## config.mk

```make
export PLATFORM = sky130hd
export DESIGN_NAME = tmr_flags_evt
export DESIGN_NICKNAME = d
export VERILOG_FILES = /design/src/rtl/tmr_flags_pkg.sv /design/src/rtl/tmr_upd_qual.sv /design/src/rtl/tmr_cc_qual.sv /design/src/rtl/tmr_flags_evt.sv
export SDC_FILE = /design/constraint.sdc
export NUM_CORES = 1
export LEC_CHECK = 0
export BUFFER_PORTS_ARGS = -buffer_cell sky130_fd_sc_hd__buf_4
export CORE_MARGIN = 4
export CORE_UTILIZATION = 39
export DETAILED_ROUTE_END_ITERATION = 16
export PLACE_DENSITY = 0.76
export SLEW_MARGIN = 5
export SYNTH_ARGS = -nofsm -noshare
export SYNTH_HDL_FRONTEND = slang
export SYNTH_SLANG_ARGS = --single-unit
export TNS_END_PERCENT = 1
```

## constraint.sdc

```tcl
create_clock -name clk -period 1.42 [get_ports clk]
set_input_delay 0.071 -clock clk [delete_from_list [all_inputs] [get_ports clk]]
set_output_delay 0.071 -clock clk [all_outputs]
set_load 0.01 [all_outputs]
```

## src/rtl/tmr_flags_pkg.sv

```systemverilog
package tmr_flags_pkg;
    localparam int BIT_UPD = 0;
    localparam int BIT_CC  = 1;
    localparam int BIT_COM = 5;
    localparam int BIT_TRG = 6;
    localparam int BIT_BRK = 7;
    localparam int FLAG_W  = 8;
    localparam logic [FLAG_W-1:0] FLAG_MASK = FLAG_W'((1 << BIT_UPD) | (1 << BIT_CC) |
                                                      (1 << BIT_COM) | (1 << BIT_TRG) |
                                                      (1 << BIT_BRK));
    localparam logic [7:0] OFS_IEN  = 8'h0C;
    localparam logic [7:0] OFS_STAT = 8'h10;
    localparam logic [7:0] OFS_EVT  = 8'h14;
    localparam logic [7:0] OFS_CAP  = 8'h34;
endpackage

```

## src/rtl/tmr_upd_qual.sv

```systemverilog
module tmr_upd_qual (
    input  logic ovf_any,
    input  logic rep_zero,
    input  logic ug_evt,
    input  logic trg_reinit,
    input  logic upd_dis,
    input  logic upd_req_src,
    output logic upd_set
);
    logic from_wrap;
    logic from_reinit;

    always_comb begin
        from_wrap   = ovf_any && rep_zero && !upd_dis;
        from_reinit = (ug_evt || trg_reinit) && !upd_req_src && !upd_dis;
        upd_set     = from_wrap || from_reinit;
    end
endmodule

```

## src/rtl/tmr_cc_qual.sv

```systemverilog
module tmr_cc_qual (
    input  logic ch_input,
    input  logic cnt_match,
    input  logic cnt_ovf,
    input  logic cnt_unf,
    input  logic cnt_down,
    input  logic cmp_above_reload,
    input  logic cap_edge,
    input  logic ccg_evt,
    output logic cc_set,
    output logic cap_strobe
);
    logic wrap_hit;
    logic out_hit;

    always_comb begin
        wrap_hit   = cnt_down ? cnt_unf : cnt_ovf;
        out_hit    = cmp_above_reload ? wrap_hit : cnt_match;
        cap_strobe = ch_input && (cap_edge || ccg_evt);
        cc_set     = ccg_evt || (ch_input ? cap_edge : out_hit);
    end
endmodule

```

## src/rtl/tmr_flags_evt.sv

```systemverilog
module tmr_flags_evt
    import tmr_flags_pkg::*;
#(
    parameter int CNT_W  = 16,
    parameter int DW     = 16,
    parameter int ADDR_W = 8
) (
    input  logic              clk,
    input  logic              rst_n,
    input  logic              cnt_match,
    input  logic              cnt_ovf,
    input  logic              cnt_unf,
    input  logic              cnt_down,
    input  logic              cmp_above_reload,
    input  logic              cap_edge,
    input  logic              trg_reinit,
    input  logic              rep_zero,
    input  logic [CNT_W-1:0]  cnt_val,
    input  logic              upd_dis,
    input  logic              upd_req_src,
    input  logic              ch_input,
    input  logic              moe_set,
    input  logic              bus_wr,
    input  logic              bus_rd,
    input  logic [ADDR_W-1:0] bus_addr,
    input  logic [DW-1:0]     bus_wdata,
    output logic [DW-1:0]     bus_rdata,
    output logic [DW-1:0]     stat_flags,
    output logic              ev_update,
    output logic              ev_capcmp,
    output logic              ev_commut,
    output logic              ev_trig,
    output logic              ev_break,
    output logic              main_out_en,
    output logic              irq
);
    typedef struct packed {
        logic [FLAG_W-1:0] flags;
        logic [FLAG_W-1:0] ien;
        logic [FLAG_W-1:0] evt;
        logic [CNT_W-1:0]  cap;
        logic              moe;
    } state_t;

    state_t st_d, st_q;

    logic              upd_set, cc_set, cap_strobe;
    logic              hit_ien, hit_stat, hit_evt, hit_cap;
    logic [FLAG_W-1:0] hw_set, sw_clr, wdata_lo;

    assign hit_ien  = bus_addr == ADDR_W'(OFS_IEN);
    assign hit_stat = bus_addr == ADDR_W'(OFS_STAT);
    assign hit_evt  = bus_addr == ADDR_W'(OFS_EVT);
    assign hit_cap  = bus_addr == ADDR_W'(OFS_CAP);
    assign wdata_lo = bus_wdata[FLAG_W-1:0];

    tmr_upd_qual u_upd (
        .ovf_any     (cnt_ovf || cnt_unf),
        .rep_zero    (rep_zero),
        .ug_evt      (st_q.evt[BIT_UPD]),
        .trg_reinit  (trg_reinit),
        .upd_dis     (upd_dis),
        .upd_req_src (upd_req_src),
        .upd_set     (upd_set)
    );

    tmr_cc_qual u_cc (
        .ch_input         (ch_input),
        .cnt_match        (cnt_match),
        .cnt_ovf          (cnt_ovf),
        .cnt_unf          (cnt_unf),
        .cnt_down         (cnt_down),
        .cmp_above_reload (cmp_above_reload),
        .cap_edge         (cap_edge),
        .ccg_evt          (st_q.evt[BIT_CC]),
        .cc_set           (cc_set),
        .cap_strobe       (cap_strobe)
    );

    always_comb begin
        st_d = st_q;

        hw_set          = '0;
        hw_set[BIT_UPD] = upd_set;
        hw_set[BIT_CC]  = cc_set;
        hw_set[BIT_COM] = st_q.evt[BIT_COM];
        hw_set[BIT_TRG] = st_q.evt[BIT_TRG];
        hw_set[BIT_BRK] = st_q.evt[BIT_BRK];

        sw_clr = '0;
        if (bus_wr && hit_stat) sw_clr = ~wdata_lo & FLAG_MASK;
        if (bus_rd && hit_cap && ch_input) sw_clr[BIT_CC] = 1'b1;

        st_d.flags = ((st_q.flags & ~sw_clr) | hw_set) & FLAG_MASK;
        st_d.evt   = (bus_wr && hit_evt) ? (wdata_lo & FLAG_MASK) : '0;
        if (bus_wr && hit_ien) st_d.ien = wdata_lo & FLAG_MASK;
        if (cap_strobe) st_d.cap = cnt_val;
        if (moe_set) st_d.moe = 1'b1;
        if (st_q.evt[BIT_BRK]) st_d.moe = 1'b0;

        bus_rdata = '0;
        if (hit_ien)  bus_rdata = DW'(st_q.ien);
        if (hit_stat) bus_rdata = DW'(st_q.flags);
        if (hit_cap)  bus_rdata = DW'(st_q.cap);
    end

    always_ff @(posedge clk) begin
        if (!rst_n) st_q <= '0;
        else        st_q <= st_d;
    end

    assign stat_flags  = DW'(st_q.flags);
    assign ev_update   = st_q.evt[BIT_UPD];
    assign ev_capcmp   = st_q.evt[BIT_CC];
    assign ev_commut   = st_q.evt[BIT_COM];
    assign ev_trig     = st_q.evt[BIT_TRG];
    assign ev_break    = st_q.evt[BIT_BRK];
    assign main_out_en = st_q.moe;
    assign irq         = |(st_q.flags & st_q.ien);
endmodule

```

==> impl_metrics.tcl <==
set metrics [dict create \
    grt_use_total_pct 15.1 \
    numCtsBuffers 5 \
    grt-ovfl-total 0 \
    hold_violations 0 \
    antenna_cells 0 \
    yosysTopAreaCell "dfxtp_1" \
    cts_hold_buf 0 \
    area.growth.synth_to_final_pct 44.2 \
    root_buffer "clkbuf_8" \
    required_ns 1.35 \
    yosys-top-cells-area "dfxtp_1 (41%), a21boi_0 (8.1%), nand2_1 (8.1%), buf_4 (7.7%), and2_1 (6.0%)" \
    grt_pass1_wl_microns 6180 \
    place_ws_ns -0.171 \
    io_buffers 72 \
    max_stage_delay_ns 0.60 \
    first_pass_iters 4 \
    synth_area_per_cell_sq_um 8.53 \
    crit_arrival_ns 1.38 \
    p_total_mw 1.81 \
    dp_hpwl_microns 2890 \
    fin_nets 312 \
    crit_family "simple AND/OR/NAND/NOR gates" \
    grt_antenna_before_repair 0 \
    p_leak_nw 1.03 \
    cts_sinks 32 \
    slew_violations 0 \
    via_count 1463 \
    rows 22 \
    path_cells "buf_6 > or4_4 > nor3_4 > buf_6 > a222oi_1 > inv_1 > buf_6" \
    wl_microns 3820 \
    fmax_mhz 689 \
    crit_fanout 5 \
    fin_util_pct 60.0 \
    clock_path_buffers 2 \
    start_util_pct 41.6 \
    synth_top_area_share_pct 40.8 \
    clkTransAtPathRegs_ns 0.06 \
    period_minus_slack_ns 1.45 \
    drc_errors 0 \
    setup_ws_ns -0.0320 \
    layout_commonest_cell "buf_4" \
    finalSetupViolCount 4 \
    yosysSeqAreaShare_pct 40.8 \
    maxCapViolations 0 \
    status "complete, but fails checks" \
    netlist_area_sq_mm 0.00157 \
    fin_worst_skew_ns 0.00186 \
    grt_max_degree 30 \
    critPathKind "in -> out" \
    finalCritPeriodShare_pct 102 \
    hp-class "in -> reg" \
    mostFrequentLayoutCells "buf_4 (68), nand2_1 (34), dfxtp_1 (32), a21boi_0 (17), and2_1 (13)" \
    die_y_microns 71.4 \
    drive_gt1_share_pct 37.9 \
    rsz0062_at_grt "yes" \
    die_w_microns 71.4 \
    cts_tree "built" \
    synthesis.instances 184 \
    io-pin-count 95 \
    slowest_stage "or4_4" \
    power.density_mw_per_mm2 802 \
    core_sq_mm 0.00377 \
    synth_seq_cells 32 \
    cp_num_buf_inv 4 \
    dieArea_sq_mm 0.00510 \
    grt_pass1_vias 1377 \
    cp-start-kind "input pin" \
    endpoint_kind "output pin" \
    path_common_cell "buf_6" \
    clock_latency_ns 0.28 \
    peakVddDrop_v 0.000590 \
    hold_ws_ns 0.0164 \
    vias_per_cell 4.81 \
    htree_levels 2 \
    place.gp.congestion 0.844 \
    synthDistinctLibCells 33 \
    violations "setup timing" \
    ant_nets 0 \
    drt_iter0_markers 63 \
    ys_warn_count 0 \
    wire_per_inst_microns 12.6 \
]
==> registers in the layout (all words and copies together), names as in the netlist <==
register and flops:
st_q 21, stat_flags 5, ev_break 1, ev_capcmp 1, ev_commut 1, ev_trig 1
ev_update 1, main_out_en 1
==> metal layers <==
layer	vias up	global-route usage, %	wire length [microns]
met5	-	0	0
met4	0	4.38	29
met3	4	5.61	410
met2	66	24.5	1810
met1	656	18.8	1560
li1	737	-	-
==> power breakdown <==
part           switching (mW)  leakage, nW  total (mW)  internal [mW]
sequential             0.0168        0.261       0.944          0.927
combinational           0.103        0.725       0.233          0.130
clock                   0.305       0.0410       0.637          0.332
==> per-stage QoR <==
stage	TNS (ns)	instances	instance area (sq um)
after floorplan	0	194	1610
after global placement	-1.42	296	2090
after detailed placement	-1.51	296	2090
after CTS	-0.113	303	2190
after global routing	-0.569	304	2260
final	-0.0854	304	2260
==> kinds of logic (layout without fill, tap and decap cells) <==
| kind of cell | Yosys count | after routing | synth area share [%] |
|---|---|---|---|
| AO/OA/AOI/OAI | 40 | 40 | 18.6 |
| other | 1 | 11 | 0.239 |
| multiplexers | 6 | 6 | 3.83 |
| flip-flops | 32 | 32 | 40.8 |
| AND/OR/NAND/NOR | 75 | 75 | 25.0 |
| buffers and inverters | 30 | 92 | 11.5 |
==> repair_timing <==
action / CTS / global route
pin swaps: 1 / 4
gates cloned: 0 / 0
endpoints found under the hold margin: 0 / 0
gates resized for setup: 5 / 16
setup endpoints to repair: 5 / 17
setup buffers: 0 / 1
==> Yosys cell counts (all sizes together) <==
| master | instances |
|---|---|
| or4 | 1 |
| nand2b | 1 |
| nand2 | 34 |
| conb | 1 |
| nor3b | 1 |
| o21bai | 1 |
| nor2 | 7 |
| dfxtp | 32 |
| clkbuf | 7 |
| a21boi | 17 |
| nor2b | 5 |
| o31ai | 1 |
| nand4b | 2 |
| a22oi | 1 |
| o311ai | 1 |
| a211oi | 1 |
| o21ai | 6 |
| a21oi | 4 |
| and2 | 15 |
| nand3b | 1 |
| nor3 | 6 |
| a222oi | 6 |
| inv | 6 |
| buf | 17 |
| or2 | 1 |
| mux2i | 6 |
| or3b | 1 |
| o21a | 2 |
==> path summary, 6_finish.rpt <==
path | cells after the start | endpoint | from | slack [ns]
max | 7 | bus_rdata[0] | bus_addr[7] | -0.03
min | 2 | ev_capcmp | bus_wdata[1] | 0.02
max reg2reg | 3 | stat_flags[1] | ev_capcmp | 0.32
min reg2reg | 2 | st_q[16] | st_q[16] | 0.46
==> area by class of cell <==
| class | instances | area [sq um] |
|---|---|---|
| clock inverters | 1 | 5.00 |
| inverters | 6 | 22.5 |
| well taps | 48 | 60.1 |
| multi-input cells | 132 | 827 |
| flip-flops and latches | 32 | 641 |
| clock buffers | 6 | 72.6 |
| fillers | 344 | 1510 |
| repair buffers | 79 | 634 |
Power figures use the tool's default switching activity.
